[src/rtl/spi_regslave_pkg.sv]
package spi_regslave_pkg;

    localparam logic [7:0] OPC_WRITE = 8'h61;
    localparam logic [7:0] OPC_READ  = 8'h41;

    localparam int FLAG_GLOBAL_BIT = 7;
    localparam int FLAG_FRAME_BIT  = 3;

    localparam int WORD_BITS = 32;
    localparam int IDX_W     = 14;   // word index = byte address [15:2]

    typedef struct packed {
        logic [7:0]       opcode;
        logic [IDX_W-1:0] widx;
        logic [7:0]       count;
    } hdr_t;

    typedef enum logic [1:0] {
        ACC_NONE  = 2'd0,
        ACC_WRITE = 2'd1,
        ACC_READ  = 2'd2
    } access_e;

    function automatic access_e decode_access(input logic [7:0] op);
        access_e a;
        case (op)
            OPC_WRITE: a = ACC_WRITE;
            OPC_READ:  a = ACC_READ;
            default:   a = ACC_NONE;
        endcase
        return a;
    endfunction

    function automatic logic [7:0] fault_byte(input logic frame_err);
        logic [7:0] b;
        b = '0;
        b[FLAG_FRAME_BIT]  = frame_err;
        b[FLAG_GLOBAL_BIT] = |{frame_err};
        return b;
    endfunction

endpackage

[src/rtl/spi_regslave_phy.sv]
module spi_regslave_phy
    import spi_regslave_pkg::*;
#(
    parameter int CNT_W = 9
) (
    input  logic             clk,
    input  logic             rst,
    input  logic             spi_sclk,
    input  logic             spi_cs_n,
    input  logic             spi_mosi,
    input  logic [7:0]       hdr_flags,
    input  logic [31:0]      next_word,
    output logic             spi_miso,
    output logic             cs_fall,
    output logic             cs_rise,
    output logic             word_done,
    output logic [31:0]      rx_word,
    output logic [CNT_W-1:0] words,
    output logic             aligned
);

    localparam logic [CNT_W-1:0] WCNT_MAX = '1;

    logic             sclk_q;
    logic             cs_q;
    logic [4:0]       bitpos;
    logic [CNT_W-1:0] wcnt;
    logic [30:0]      rx_sr;
    logic [31:0]      tx_sr;
    logic             in_xact;
    logic             sck_rise;
    logic             sck_fall;

    assign in_xact   = !cs_q && !spi_cs_n;
    assign cs_fall   = cs_q && !spi_cs_n;
    assign cs_rise   = !cs_q && spi_cs_n;
    assign sck_rise  = in_xact && spi_sclk && !sclk_q;
    assign sck_fall  = in_xact && !spi_sclk && sclk_q;
    assign word_done = sck_rise && (bitpos == 5'd31);
    assign rx_word   = {rx_sr, spi_mosi};
    assign words     = wcnt;
    assign aligned   = (bitpos == 5'd0);

    always_ff @(posedge clk) begin
        if (rst) begin
            sclk_q <= 1'b0;
            cs_q   <= 1'b1;
            bitpos <= '0;
            wcnt   <= '0;
            rx_sr  <= '0;
            tx_sr  <= '0;
        end else begin
            sclk_q <= spi_sclk;
            cs_q   <= spi_cs_n;
            if (cs_fall) begin
                bitpos <= '0;
                wcnt   <= '0;
                tx_sr  <= {hdr_flags, 24'h0};
            end else begin
                if (sck_rise) begin
                    rx_sr  <= rx_word[30:0];
                    bitpos <= bitpos + 5'd1;
                    if (bitpos == 5'd31 && wcnt != WCNT_MAX) begin
                        wcnt <= wcnt + CNT_W'(1);
                    end
                end
                if (sck_fall) begin
                    if (bitpos == 5'd0 && wcnt != '0) begin
                        tx_sr <= next_word;
                    end else begin
                        tx_sr <= {tx_sr[30:0], 1'b0};
                    end
                end
            end
        end
    end

    assign spi_miso = !cs_q && tx_sr[31];

endmodule

[src/rtl/spi_regslave_xact.sv]
module spi_regslave_xact
    import spi_regslave_pkg::*;
#(
    parameter int MAX_WORDS = 4,
    parameter int CNT_W     = 9
) (
    input  logic             clk,
    input  logic             rst,
    input  logic             cs_fall,
    input  logic             cs_rise,
    input  logic             word_done,
    input  logic [31:0]      rx_word,
    input  logic [CNT_W-1:0] words,
    input  logic             aligned,
    input  logic             stat_w1c,
    output access_e          acc,
    output logic [IDX_W-1:0] base_idx,
    output logic [7:0]       count,
    output logic [IDX_W-1:0] rd_idx,
    output logic [31:0]      stage_q [MAX_WORDS],
    output logic             commit,
    output logic             err_set,
    output logic             spi_err,
    output logic [7:0]       flags
);

    localparam int               SW      = (MAX_WORDS > 1) ? $clog2(MAX_WORDS) : 1;
    localparam logic [CNT_W-1:0] DEPTH_C = CNT_W'(MAX_WORDS);
    localparam logic [7:0]       DEPTH_L = 8'(MAX_WORDS);

    hdr_t             hdr_q;
    logic [CNT_W-1:0] data_idx;
    logic [CNT_W-1:0] want_words;
    logic             frame_ok;

    assign acc        = decode_access(hdr_q.opcode);
    assign base_idx   = hdr_q.widx;
    assign count      = hdr_q.count;
    assign data_idx   = words - CNT_W'(1);
    assign want_words = {{(CNT_W-8){1'b0}}, hdr_q.count} + CNT_W'(1);
    assign rd_idx     = hdr_q.widx + {{(IDX_W-CNT_W){1'b0}}, data_idx};

    assign frame_ok = aligned
                   && (hdr_q.count != 8'd0)
                   && (words == want_words)
                   && !(acc == ACC_WRITE && hdr_q.count > DEPTH_L);

    assign commit  = cs_rise && frame_ok && (acc == ACC_WRITE);
    assign err_set = cs_rise && !frame_ok;
    assign flags   = fault_byte(spi_err);

    always_ff @(posedge clk) begin
        if (rst) begin
            hdr_q   <= '0;
            spi_err <= 1'b0;
            for (int i = 0; i < MAX_WORDS; i++) begin
                stage_q[i] <= '0;
            end
        end else begin
            if (cs_fall) begin
                hdr_q <= '0;
            end else if (word_done) begin
                if (words == '0) begin
                    hdr_q <= '{opcode: rx_word[31:24],
                               widx:   rx_word[23:10],
                               count:  rx_word[7:0]};
                end else if (data_idx < DEPTH_C) begin
                    stage_q[data_idx[SW-1:0]] <= rx_word;
                end
            end
            if (err_set) begin
                spi_err <= 1'b1;
            end else if (stat_w1c) begin
                spi_err <= 1'b0;
            end
        end
    end

endmodule

[src/rtl/spi_regslave_regfile.sv]
module spi_regslave_regfile
    import spi_regslave_pkg::*;
#(
    parameter int               NREGS     = 8,
    parameter int               MAX_WORDS = 4,
    parameter logic [IDX_W-1:0] STAT_IDX  = 14'd16
) (
    input  logic                  clk,
    input  logic                  rst,
    input  logic                  commit,
    input  logic [IDX_W-1:0]      base_idx,
    input  logic [7:0]            count,
    input  logic [31:0]           stage [MAX_WORDS],
    input  logic [IDX_W-1:0]      rd_idx,
    input  logic [7:0]            flags,
    output logic [31:0]           rd_data,
    output logic                  stat_w1c,
    output logic [NREGS*32-1:0]   regs_flat
);

    localparam int SW = (MAX_WORDS > 1) ? $clog2(MAX_WORDS) : 1;

    logic [IDX_W-1:0] cnt_ext;
    logic [IDX_W-1:0] stat_off;

    assign cnt_ext  = {{(IDX_W-8){1'b0}}, count};
    assign stat_off = STAT_IDX - base_idx;
    assign stat_w1c = commit && (stat_off < cnt_ext)
                   && stage[stat_off[SW-1:0]][FLAG_FRAME_BIT];

    for (genvar g = 0; g < NREGS; g++) begin : g_reg
        logic [IDX_W-1:0] off;
        logic             hit;
        logic [31:0]      r_q;

        assign off = IDX_W'(g) - base_idx;
        assign hit = commit && (off < cnt_ext);

        always_ff @(posedge clk) begin
            if (rst) begin
                r_q <= '0;
            end else if (hit) begin
                r_q <= stage[off[SW-1:0]];
            end
        end

        assign regs_flat[g*32 +: 32] = r_q;
    end

    always_comb begin
        rd_data = '0;
        if (rd_idx == STAT_IDX) begin
            rd_data = {24'h0, flags};
        end else begin
            for (int i = 0; i < NREGS; i++) begin
                if (rd_idx == IDX_W'(i)) begin
                    rd_data = regs_flat[i*32 +: 32];
                end
            end
        end
    end

endmodule

[src/rtl/spi_regslave.sv]
module spi_regslave
    import spi_regslave_pkg::*;
#(
    parameter int          NREGS     = 8,
    parameter int          MAX_WORDS = 4,
    parameter logic [15:0] STAT_ADDR = 16'h0040
) (
    input  logic clk,
    input  logic rst,
    input  logic spi_sclk,
    input  logic spi_cs_n,
    input  logic spi_mosi,
    output logic spi_miso
);

    localparam int               CNT_W    = 9;
    localparam logic [IDX_W-1:0] STAT_IDX = STAT_ADDR[15:2];

    logic                  cs_fall;
    logic                  cs_rise;
    logic                  word_done;
    logic [31:0]           rx_word;
    logic [CNT_W-1:0]      words;
    logic                  aligned;
    logic [7:0]            flags;
    logic [31:0]           next_word;
    logic [31:0]           rd_data;
    access_e               acc;
    logic [IDX_W-1:0]      base_idx;
    logic [7:0]            count;
    logic [IDX_W-1:0]      rd_idx;
    logic [31:0]           stage [MAX_WORDS];
    logic                  commit;
    logic                  err_set;
    logic                  spi_err;
    logic                  stat_w1c;
    logic [NREGS*32-1:0]   regs_flat;

    assign next_word = (acc == ACC_READ) ? rd_data : '0;

    spi_regslave_phy #(.CNT_W(CNT_W)) u_phy (
        .clk       (clk),
        .rst       (rst),
        .spi_sclk  (spi_sclk),
        .spi_cs_n  (spi_cs_n),
        .spi_mosi  (spi_mosi),
        .hdr_flags (flags),
        .next_word (next_word),
        .spi_miso  (spi_miso),
        .cs_fall   (cs_fall),
        .cs_rise   (cs_rise),
        .word_done (word_done),
        .rx_word   (rx_word),
        .words     (words),
        .aligned   (aligned)
    );

    spi_regslave_xact #(.MAX_WORDS(MAX_WORDS), .CNT_W(CNT_W)) u_xact (
        .clk       (clk),
        .rst       (rst),
        .cs_fall   (cs_fall),
        .cs_rise   (cs_rise),
        .word_done (word_done),
        .rx_word   (rx_word),
        .words     (words),
        .aligned   (aligned),
        .stat_w1c  (stat_w1c),
        .acc       (acc),
        .base_idx  (base_idx),
        .count     (count),
        .rd_idx    (rd_idx),
        .stage_q   (stage),
        .commit    (commit),
        .err_set   (err_set),
        .spi_err   (spi_err),
        .flags     (flags)
    );

    spi_regslave_regfile #(
        .NREGS     (NREGS),
        .MAX_WORDS (MAX_WORDS),
        .STAT_IDX  (STAT_IDX)
    ) u_rf (
        .clk       (clk),
        .rst       (rst),
        .commit    (commit),
        .base_idx  (base_idx),
        .count     (count),
        .stage     (stage),
        .rd_idx    (rd_idx),
        .flags     (flags),
        .rd_data   (rd_data),
        .stat_w1c  (stat_w1c),
        .regs_flat (regs_flat)
    );

endmodule

[config.mk]
export PLATFORM = sky130hd
export DESIGN_NAME = spi_regslave
export DESIGN_NICKNAME = d
export VERILOG_FILES = /design/src/rtl/spi_regslave_pkg.sv /design/src/rtl/spi_regslave_phy.sv /design/src/rtl/spi_regslave_xact.sv /design/src/rtl/spi_regslave_regfile.sv /design/src/rtl/spi_regslave.sv
export SDC_FILE = /design/constraint.sdc
export NUM_CORES = 1
export LEC_CHECK = 0
export BUFFER_PORTS_ARGS = -buffer_cell sky130_fd_sc_hd__buf_2
export CORE_MARGIN = 5
export CORE_UTILIZATION = 45
export CTS_CLUSTER_DIAMETER = 150
export DETAILED_ROUTE_END_ITERATION = 10
export SLEW_MARGIN = 30
export SYNTH_ARGS = -nofsm -noshare
export SYNTH_HDL_FRONTEND = slang
export SYNTH_SLANG_ARGS = --single-unit
[constraint.sdc]
create_clock -name clk -period 5.7 [get_ports clk]
set_input_delay 1.14 -clock clk [delete_from_list [all_inputs] [get_ports clk]]
set_output_delay 1.14 -clock clk [all_outputs]
set_load 0.02 [all_outputs]
; After elaboration in Yosys (flattened, before gate mapping)
; Cells that the tools add are included.
[classes]
addsub = 14
mul = 0
div_mod_pow = 0
order_cmp = 22
eq_ne = 15
shifts = 0
muxes = 46
bitwise_logic = 12
n_reduce_logical = 47
[op_table]
columns = cell, count
row1 = 32-bit two-way mux, 30
row2 = 32-bit binary-select mux with 2-bit select, 9
row3 = 128-bit bitwise mux, 1
row4 = 14-bit by 8-bit < comparator with 1-bit output, 9
row5 = 32-bit demux with 2-bit select, 1
row6 = "14-bit by 3-bit equality test with 1-bit output, second input constant", 4
row7 = "3-bit by 14-bit subtractor with 14-bit output, first input constant", 4
row8 = "3-bit >= comparator, second input constant", 10
row9 = 2-bit NOT with 3-bit output, 10
row10 = 1-bit logical AND, 29
row11 = "14-bit by 2-bit equality test with 1-bit output, second input constant", 2
row12 = "1-bit by 14-bit subtractor with 14-bit output, first input constant", 2
row13 = "2-bit by 14-bit subtractor with 14-bit output, first input constant", 2
row14 = "8-bit by 7-bit equality test with 1-bit output, second input constant", 2
row15 = 14-bit by 9-bit adder with 14-bit output, 1
row16 = "14-bit by 1-bit equality test with 1-bit output, second input constant", 1
row17 = "14-bit by 5-bit equality test with 1-bit output, second input constant", 1
row18 = 14-bit logical NOT, 1
row19 = "5-bit by 14-bit subtractor with 14-bit output, first input constant", 1
row20 = "8-bit by 1-bit adder with 9-bit output, second input constant", 1
row21 = "9-bit by 1-bit adder with 9-bit output, second input constant", 1
row22 = 9-bit equality test, 1
row23 = 9-bit logical NOT, 1
row24 = "9-bit by 3-bit < comparator with 1-bit output, second input constant", 1
row25 = 20 further kinds, 31
[word_totals]
reg_bits = 494
latchBits = 0
ram_bits = 0
rom_bits = 0
output_inout_bits = 1
elab_cells = 179
memories = 0

; Longest topological paths before layout
; Gate-level depths: netlist of run 1.
[depth]
depth_word = 16
ltp_mapped = 19
mapped_depth_nobuf = 14

; Hierarchy
; Synthesis of run 1 repeated with hierarchy kept, for this count alone.
[unflattened]
hier_cells = 3071
area_unflattened_um2 = 29916.2
[modules_own_cells]
columns = mod, n_inst, cells_per_inst, area_per_inst_um2, seq_area_each_um2
row1 = spi_regslave_regfile, 1, 1855, 18587.8, 5124.9
row2 = spi_regslave_xact, 1, 783, 7521.0, 3183.1
row3 = spi_regslave_phy, 1, 395, 3449.6, 1581.5
row4 = spi_regslave, 1, 38, 357.8, 0.0

; Worst setup path before layout of run 1
; OpenSTA, ideal clock, no wires.
[synth_path]
path_kind = register to register
start = reg u_xact.hdr_q (netlist bit u_xact.base_idx[1])
end = reg u_rf.g_reg[6].r_q[10]
t_arrival_ps = 5123
t_required_ps = 5572
slack_ps = 450
path_stages_with_launch = 20
synth_period_minus_slack_ps = 5250
path_cell_list = dfxtp_1 -> clkbuf_1 -> buf_1 -> clkbuf_1 -> clkbuf_1 -> inv_1 -> ha_1 -> clkbuf_1 -> clkbuf_1 -> buf_1 -> inv_1 -> ha_1 -> a21o_1 -> a21o_1 -> a21o_1 -> a21oi_1 -> o2111ai_1 -> buf_2 -> mux2i_1 -> nor2_1
[synth_via]
elab_chain_cells = 5
[synth_lines]
columns = item, line
row1 = start: declaration, spi_regslave_xact.sv:31  ; hdr_t hdr_q;
row2 = start signal: assignment, spi_regslave_xact.sv:64  ; hdr_q <= '{opcode: rx_word[31:24],
row3 = 3-bit by 14-bit subtractor with 14-bit output (*), spi_regslave_regfile.sv:36  ; assign off = IDX_W'(g) - base_idx;
row4 = branches (longest 4 deep; another with 14-bit by 8-bit < comparator with 1-bit output), --
row5 = end signal: assignment, spi_regslave_regfile.sv:43  ; r_q <= stage[off[SW-1:0]];
row6 = end: declaration, spi_regslave_regfile.sv:34  ; logic [31:0] r_q;
; Mark *: on every way between the ends. The select of a mux whose other input is x is not followed.
; A chain may end at the register's enable or synchronous reset.

; Final worst setup path of run 1
[layout_path]
start = reg u_xact.hdr_q (netlist bit u_xact.base_idx[2])
end = reg u_rf.g_reg[4].r_q[9]
[layout_via]
elab_chain_cells = 3
[layout_lines]
columns = item, line
row1 = 3-bit by 14-bit subtractor with 14-bit output, spi_regslave_regfile.sv:36
row2 = 14-bit by 8-bit < comparator with 1-bit output, spi_regslave_regfile.sv:37  ; assign hit = commit && (off < cnt_ext);
row3 = 1-bit logical AND, spi_regslave_regfile.sv:37
row4 = end signal: assignment, spi_regslave_regfile.sv:43
row5 = end: declaration, spi_regslave_regfile.sv:34
; No other way between the ends.

==> implementation parameters, run 1 <==
Parameter                              Value

Status
  Run status    finished, final reports clean

Power
  Power density over the cells    247 nW/µm²
  Peak supply drop    about 0.25 mV
  Static Leak    11.4 nW

STA
  Final setup violation count    0
  Post-route worst setup slack    just over 0.8 ns
  Slew of the pin with the lowest slew margin    approximately 1 ns
  Number of max-slew violations in the final report    0
  Post-route minimum period    4.88 ns
  Setup TNS    0 ns
  Max Fclk    roughly 0.2 GHz
  Setup repair after global routing missed its margin    false
  Final clock period utilization by the worst path    85.6%
  Count of endpoints failing hold in the final timing report    0
  Relative slew slack    33.1%
  Worst Clk Skew    around 0.033 ns

CTS
  Cells resized by post-CTS repair    0
  TritonCTS clock tree    yes
  TritonCTS buffer count    53
  Clock tree root buffer cell    sky130_fd_sc_hd__clkbuf_16
  H-Tree Depth    2
  # Post-CTS Setup Buffers    0
  Clock latency reported for the late side of the worst-skew pair    0.63 ns
  Buffer depth of the longest clock path    3
  CTS Sinks    slightly below 500
  Clk slew on worst S/H paths    0.07 ns
  Post-CTS Hold Fix Bufs    0

Layout
  Layout cell share with drive strength beyond 1    approximately 14%
  Ant diodes    0
  Area Growth Syn to Fin    9.42%
  Non-filler cells, final    3605
  Filler cell count    5565
  Core utilization of the finished layout    approximately half
  Final Net Count    2871
  Non-Filler Cell Area, Final    29800 µm²

Global routing
  Global-route wire length before repair    129000 µm
  Met3 Track Usage GR    3.90%
  Global-route usage over all layers    approximately a quarter
  Met1 usage    33.7%
  Initial antenna violation count    1
  Via count of the first global-routing pass    21600
  Global Route met2 Usage    between 30% and 40%
  GRT Max-Usage Layer    met2
  Pin count of the biggest net entering global routing    222
  Sum of overflow across all layers after global routing    0

Synth
  Async S/R FF share, synth    0%
  Synthesized netlist cell count    between 2000 and 3000
  Netlist Area Pre-Place    27300 µm²
  Number of distinct library cells after synthesis    79
  Portion of the post-synthesis area used by sequential elements    36.3%
  Commonest register cell after synthesis    sky130_fd_sc_hd__dfxtp_1
  Net count of the mapped netlist    between 3000 and 4000
  EDFF count, synth    0
  Number of flip-flops and latches in the synthesized netlist    494
  Synth warnings    0
  Synth Area per Inst    9.38 µm²

Setup path
  Critical Path Sink Type    flop
  Max Fanout on Critical Path    14
  Critical Path RT    6.16 ns
  Worst setup path category    flop to flop
  Data arrival time of the critical path    5.34 ns
  Startpoint type of the worst setup path    flop
  Worst reg-to-reg setup slack    0.82 ns

Floorplanning
  Floorplan die area    65600 µm²
  I/O pin count    6
  Number of rows in the core area    90
  Die width    roughly 260 µm
  Initial Utilization    45.3%
  Die Ht    256 µm
  Std-Cell Core Area    approximately 60000 µm²

Hold path
  Hold/Removal Path Class    flop to flop

Place
  Setup slack after placement    0.959 ns
  Placed Instance Area    approximately 28000 µm²
  Detailed placement HPWL    51900 µm
  Placed Cells incl. Taps    3505
  Input/output buffers    5
  Routability Congestion    0.907

Detailed routing
  Ratio of routed vias to standard cells    6.04
  Drt initial violations    1958
  Antenna-violating nets left    0
  Wire length per cell after detailed routing    between 20 and 25 µm
  Via Count    21800
  Remaining design rule violation count    0
  Total Routed Length    roughly 83000 µm
  Total iterations of the first detailed-routing run    6

Flow run
  Max-cap violations    0
==> flip-flops by register name (all words and copies together), names as in the netlist <==
register,cells
u_xact.spi_err,1
u_xact.stage_q,128
u_phy.cs_q,1
u_phy.tx_sr,32
u_xact.base_idx,14
u_phy.words,9
u_rf.g.r_q,256
u_phy.bitpos,5
u_xact.count,8
u_phy.rx_sr,31
u_xact.hdr_q,8
u_phy.sclk_q,1
==> cells in the mapped netlist (all sizes together), types with 6 or more instances <==
| master | number | area share, % |
|---|---|---|
| a2111oi | 6 | 0.19 |
| a211oi | 7 | 0.21 |
| a21o | 29 | 0.80 |
| a21oi | 292 | 5.4 |
| a22o | 26 | 0.84 |
| a22oi | 6 | 0.18 |
| a31oi | 17 | 0.41 |
| and2 | 11 | 0.25 |
| and3 | 13 | 0.30 |
| buf | 67 | 1.3 |
| clkbuf | 176 | 2.4 |
| dfxtp | 494 | 36 |
| ha | 87 | 4.0 |
| inv | 32 | 0.44 |
| mux2 | 53 | 2.2 |
| mux2i | 265 | 9.7 |
| mux4 | 160 | 13 |
| nand2 | 443 | 6.1 |
| nand2b | 80 | 1.8 |
| nand3 | 30 | 0.55 |
| nand4 | 14 | 0.32 |
| nor2 | 276 | 3.8 |
| nor2b | 16 | 0.37 |
| nor3 | 20 | 0.39 |
| nor4 | 10 | 0.25 |
| nor4b | 8 | 0.39 |
| o211a | 24 | 0.88 |
| o211ai | 32 | 0.88 |
| o21ai | 45 | 0.83 |
| o31ai | 8 | 0.22 |
| or2 | 8 | 0.18 |
| xnor2 | 42 | 1.3 |
| xor2 | 43 | 1.4 |
==> metal layers <==
metal | vias up | wire length (µm) | part of all wire (%)
li1 | 10100 | - | -
met1 | 10800 | 36200 | 44
met2 | 691 | 38900 | 47
met3 | 144 | 5420 | 6.6
met4 | 0 | 2200 | 2.7
met5 | - | 0 | 0
==> worst paths after layout <==
check,to,start,depth (start not counted)
setup / recovery,u_rf.g_reg[4].r_q[9]$_SDFFE_PP0P_,u_xact.base_idx[2]$_SDFFE_PP0P_,12
hold / removal,u_xact.hdr_q[25]$_SDFFE_PP0P_,u_xact.hdr_q[25]$_SDFFE_PP0P_,2
setup reg to reg,u_rf.g_reg[4].r_q[9]$_SDFFE_PP0P_,u_xact.base_idx[2]$_SDFFE_PP0P_,12
hold reg to reg,u_xact.hdr_q[25]$_SDFFE_PP0P_,u_xact.hdr_q[25]$_SDFFE_PP0P_,2
==> kinds of logic after synthesis <==
logic type | count (synthesis) | synth area share (%)
simple gates | 954 | 15.5
fa+ha+maj | 88 | 4.07
mux | 478 | 25.1
compound gates | 533 | 12.1
xor+xnor | 85 | 2.73
buf+inv | 276 | 4.17
flops | 494 | 36.3
==> cell type report <==
type / instances / area [µm²] / share of cell area (%)
clock buffers: 71 / 1500 / 5.04
clock inverters: 29 / 437 / 1.46
inverters: 33 / 124 / 0.415
multi-input cells: 2138 / 16400 / 54.9
flip-flops and latches: 494 / 9900 / 33.2
well taps: 782 / 978 / 3.28
repair buffers: 58 / 507 / 1.70
==> stage by stage <==
stage	hold slack [ns]	power (mW)
after floorplan	0.432	3.60
after detailed placement	0.450	3.63
after CTS	0.459	7.42
after global routing	0.485	7.58
final	0.459	7.36
after global placement	0.439	3.63
==> worst max-delay path, stage by stage, from the launching register on <==
cell and delay, ns:
sky130_fd_sc_hd__dfxtp_1 0.78, sky130_fd_sc_hd__inv_1 0.35, sky130_fd_sc_hd__ha_1 0.46, sky130_fd_sc_hd__a21oi_1 0.50
sky130_fd_sc_hd__nor2_1 0.13, sky130_fd_sc_hd__xnor2_1 0.15, sky130_fd_sc_hd__ha_1 0.30, sky130_fd_sc_hd__a21o_1 0.18
sky130_fd_sc_hd__a2111oi_0 0.40, sky130_fd_sc_hd__o2111a_2 0.72, sky130_fd_sc_hd__buf_4 0.41, sky130_fd_sc_hd__mux2i_1 0.24
sky130_fd_sc_hd__nor2_1 0.05
==> power breakdown <==
part,total [mW],internal [mW],switching (mW),leakage [nW]
Combinational,0.0948,0.0194,0.0754,6.48
Clock,3.80,2.31,1.49,0.952
Sequential,3.46,3.45,0.00505,3.98
Total,7.36,5.79,1.57,11.4
==> cell usage in the layout, fill, tap and decap left out, types with 42 or more instances in the layout <==
cell | Yosys | final
sky130_fd_sc_hd__xor2_1 | 43 | 43
sky130_fd_sc_hd__nor2_1 | 275 | 274
sky130_fd_sc_hd__o21ai_0 | 42 | 42
sky130_fd_sc_hd__buf_4 | 9 | 45
sky130_fd_sc_hd__mux2i_1 | 265 | 265
sky130_fd_sc_hd__ha_1 | 87 | 85
sky130_fd_sc_hd__mux2_2 | 53 | 53
sky130_fd_sc_hd__clkbuf_16 | 0 | 53
sky130_fd_sc_hd__nand2b_1 | 80 | 80
sky130_fd_sc_hd__a21oi_1 | 292 | 292
sky130_fd_sc_hd__xnor2_1 | 42 | 42
sky130_fd_sc_hd__nand2_1 | 443 | 443
sky130_fd_sc_hd__mux4_2 | 160 | 160
sky130_fd_sc_hd__dfxtp_1 | 494 | 492
Power figures use the tool's default switching activity.
==> run 2: changes to the inputs <==
--- a/config.mk
+++ b/config.mk
@@ -7,9 +7,10 @@
 export LEC_CHECK = 0
 export BUFFER_PORTS_ARGS = -buffer_cell sky130_fd_sc_hd__buf_2
 export CORE_MARGIN = 5
-export CORE_UTILIZATION = 45
+export CORE_UTILIZATION = 50
 export CTS_CLUSTER_DIAMETER = 150
 export DETAILED_ROUTE_END_ITERATION = 10
+export PLACE_DENSITY = 0.65
 export SLEW_MARGIN = 30
 export SYNTH_ARGS = -nofsm -noshare
 export SYNTH_HDL_FRONTEND = slang
==> run 2 against run 1 <==
Against the previous run:
- design area decreased by 0.83%
- critical path type unchanged
- clock power decreased by 9.7%
- first-iteration DRC count increased by 10%
- routed wire length increased by 1.7%
- register-to-register slack improved by 0.18 ns
- clock skew decreased by 0.014 ns
- largest power group is now sequential cells
- core utilization increased by 5.3 points
==> implementation parameters, run 2 (synthesis results as in run 1) <==
Parameter                              Value

Setup path
  Library cell contributing the largest single delay on the critical path    sky130_fd_sc_hd__a31oi_2
  Worst setup path category    flop to flop
  Delay of the slowest cell on the worst path    0.48 ns (-0.30 ns)
  Ordered list of cells on the worst path    inv_1 -> ha_1 -> nand3_1 -> nor3_1 -> xor2_1 -> ha_1 -> and3_1 -> a211oi_1 -> a2111oi_0 -> o211ai_1 -> a22oi_2 -> buf_4 -> a31oi_2 -> buf_4 -> nand4_1 -> a21oi_1
  Max Fanout on Critical Path    34 (+20)
  Startpoint type of the worst setup path    flop
  Data arrival time of the critical path    5.17 ns (-0.17 ns)
  Critical Path RT    6.17 ns (about the same)
  Critical Path Sink Type    flop

STA
  Post-route minimum period    4.69 ns (-0.183 ns)
  Relative slew slack    27.5% (-5.6 points)
  Worst Clk Skew    0.0186 ns (-0.0144 ns)
  Count of endpoints failing hold in the final timing report    0 (unchanged)
  Setup repair after global routing missed its margin    false
  Number of max-slew violations in the final report    0 (unchanged)
  Slew of the pin with the lowest slew margin    1.09 ns (+0.0848 ns)
  Final setup violation count    0 (unchanged)
  Setup TNS    0 ns (unchanged)
  Post-route worst setup slack    1.01 ns (+0.183 ns)
  Max Fclk    0.213 GHz (+3.9%)
  Final clock period utilization by the worst path    82.4% (-3.2 points)
  Worst hold slack after final layout    0.458 ns (-0.00100 ns)

Status
  Run status    finished, final reports clean

Hold path
  Hold/Removal Path Class    flop to flop

Floorplanning
  Std-Cell Core Area    53900 µm² (-10%)
  Initial Utilization    50.6% (+5.2 points)
  Number of rows in the core area    85 (-5.6%)
  Die Ht    244 µm (-4.9%)
  I/O pin count    6 (unchanged)
  Floorplan die area    59300 µm² (-9.6%)
  Die width    244 µm (-4.9%)

Power
  Portion of total power attributed to the clock network    49.1% (-2.6 points)
  Part of the power in registers    49.5% (+2.5 points)
  Peak supply drop    0.222 mV (-11%)
  Switching power total    1.56 mW (-0.54%)
  Power density over the cells    236 nW/µm² (-4.2%)
  Switching power as a share of total power    22.4% (+1.0 points)
  Internal power    5.42 mW (-6.2%)
  Static Leak    11.3 nW (-0.62%)
  Portion of total power attributed to combinational logic    1.4% (about the same)

Detailed routing
  Wire length per cell after detailed routing    23.9 µm (+4.0%)
  Total Routed Length    84100 µm (+1.7%)
  Drt initial violations    2156 (+10%)
  Remaining design rule violation count    0 (unchanged)
  Via Count    22300 (+2.3%)
  Antenna-violating nets left    0 (unchanged)
  Ratio of routed vias to standard cells    6.32 (+4.6%)
  Total iterations of the first detailed-routing run    6 (unchanged)

Layout
  Max FFs per register    256 (unchanged)
  Filler cell count    4779 (-14%)
  Most common cell after layout, fill and taps aside    sky130_fd_sc_hd__dfxtp_1
  Final Net Count    2879 (+0.28%)
  Area Growth Syn to Fin    8.52%
  Non-filler cells, final    3525 (-2.2%)
  Reg with most FFs    u_rf.g.r_q
  Commonest non-fill, non-tap cells in the layout    sky130_fd_sc_hd__dfxtp_1 (492), sky130_fd_sc_hd__nand2_1 (443), sky130_fd_sc_hd__a21oi_1 (292)
  Core utilization of the finished layout    54.9% (+5.3 points)
  Registers with the most flip-flops    u_rf.g.r_q: 256 flops, u_xact.stage_q: 128 flops, u_phy.tx_sr: 32 flops
  Ant diodes    0 (unchanged)
  Layout cell share with drive strength beyond 1    14.1% (-0.21 points)

Global routing
  Initial antenna violation count    1 (unchanged)
  Global-route usage over all layers    27.5% (+3.1 points)
  Pin count of the biggest net entering global routing    229 (+3.2%)
  Global-route wire length before repair    129000 µm (+0.42%)
  Sum of overflow across all layers after global routing    0 (unchanged)
  Via count of the first global-routing pass    21700 (+0.76%)

Place
  Detailed placement HPWL    51400 µm (-1.1%)
  Routability Congestion    0.973 (+7.2%)
  Setup slack after placement    1.09 ns (+0.132 ns)
  Input/output buffers    5 (unchanged)
  Placed Cells incl. Taps    3424 (-2.3%)

CTS
  H-Tree Depth    2 (unchanged)
  # Post-CTS Setup Buffers    0 (unchanged)
  CTS Sinks    494 (unchanged)
  Clock tree root buffer cell    sky130_fd_sc_hd__clkbuf_16
  TritonCTS buffer count    53 (unchanged)
  Buffer depth of the longest clock path    3 (unchanged)
  Clk slew on worst S/H paths    0.07 ns (about the same)
  Cells resized by post-CTS repair    0 (unchanged)
  Post-CTS Hold Fix Bufs    0 (unchanged)
  Clock latency reported for the late side of the worst-skew pair    0.62 ns (about the same)
  TritonCTS clock tree    yes

Flow run
  Max-cap violations    0 (unchanged)
run 2: cell count changes in the layout (fill, tap and decap cells not counted), moves of 3 or more:
| cell | before | now |
|---|---|---|
| sky130_fd_sc_hd__bufinv_16 | 10 | 1 |
| sky130_fd_sc_hd__clkbuf_1 | 7 | 16 |
| sky130_fd_sc_hd__clkinv_2 | 11 | 6 |
| sky130_fd_sc_hd__clkinvlp_4 | 3 | 6 |
| sky130_fd_sc_hd__buf_4 | 45 | 53 |
| sky130_fd_sc_hd__buf_16 | 0 | 3 |
run 2: power groups by stage:
stage / combinational [mW] / clock [mW] / sequential (mW)
6_report: 0.0953 / 3.43 / 3.46
3_3_place_gp: 0.0914 / 0 / 3.54
5_1_grt: 0.102 / 3.62 / 3.46
4_1_cts: 0.0935 / 3.49 / 3.46
3_5_place_dp: 0.0937 / 0 / 3.54
2_1_floorplan: 0.0681 / 0 / 3.53
run 2: worst paths after layout:
| kind | start | endpoint | slack, ns | cells past startpoint |
|---|---|---|---|---|
| max | u_phy.words[0]$_SDFFE_PP0P_ | u_phy.tx_sr[0]$_SDFFE_PP0P_ | 1.01 | 16 |
| min | u_xact.hdr_q[25]$_SDFFE_PP0P_ | u_xact.hdr_q[25]$_SDFFE_PP0P_ | 0.46 | 2 |
| max reg2reg | u_phy.words[0]$_SDFFE_PP0P_ | u_phy.tx_sr[0]$_SDFFE_PP0P_ | 1.01 | 16 |
| min reg2reg | u_xact.hdr_q[25]$_SDFFE_PP0P_ | u_xact.hdr_q[25]$_SDFFE_PP0P_ | 0.46 | 2 |
run 2: layout make-up:
type                       instances  area (µm²)  area share [%]
multi-input combinational       2138       16400            55.4
clock inverter                    17         140           0.474
timing repair buffer              66         602            2.03
inverter                          33         124           0.419
clock buffer                      81        1570            5.32
tap                              696         871            2.94
sequential                       494        9900            33.5
run 2: worst max-delay path, delay by kind of cell, from the launching register on:
family                   cells  cell delay, ns
AO/OA/AOI/OAI                6            1.52
AND/OR/NAND/NOR              4            0.74
buffers and inverters        3            0.97
XOR/XNOR                     1            0.34
adder cells (fa/ha/maj)      2            0.57
flip-flops                   1            0.40
run 2: per-layer routing:
| metal | GRT usage, % | up-vias | share of wire [%] |
|---|---|---|---|
| met3 | 5.62 | 187 | 9.0 |
| met1 | 38.0 | 11000 | 42 |
| met2 | 44.0 | 952 | 45 |
| li1 | - | 10100 | - |
| met4 | 8.50 | 2 | 3.2 |
| met5 | 0 | - | 0.015 |
run 2: per-stage QoR:
stage / area [µm²] / power, mW
global placement: 27800 / 3.63
global route: 29600 / 7.17
detailed placement: 27800 / 3.63
CTS: 29500 / 7.04
floorplan: 27300 / 3.60
finish: 29600 / 6.99
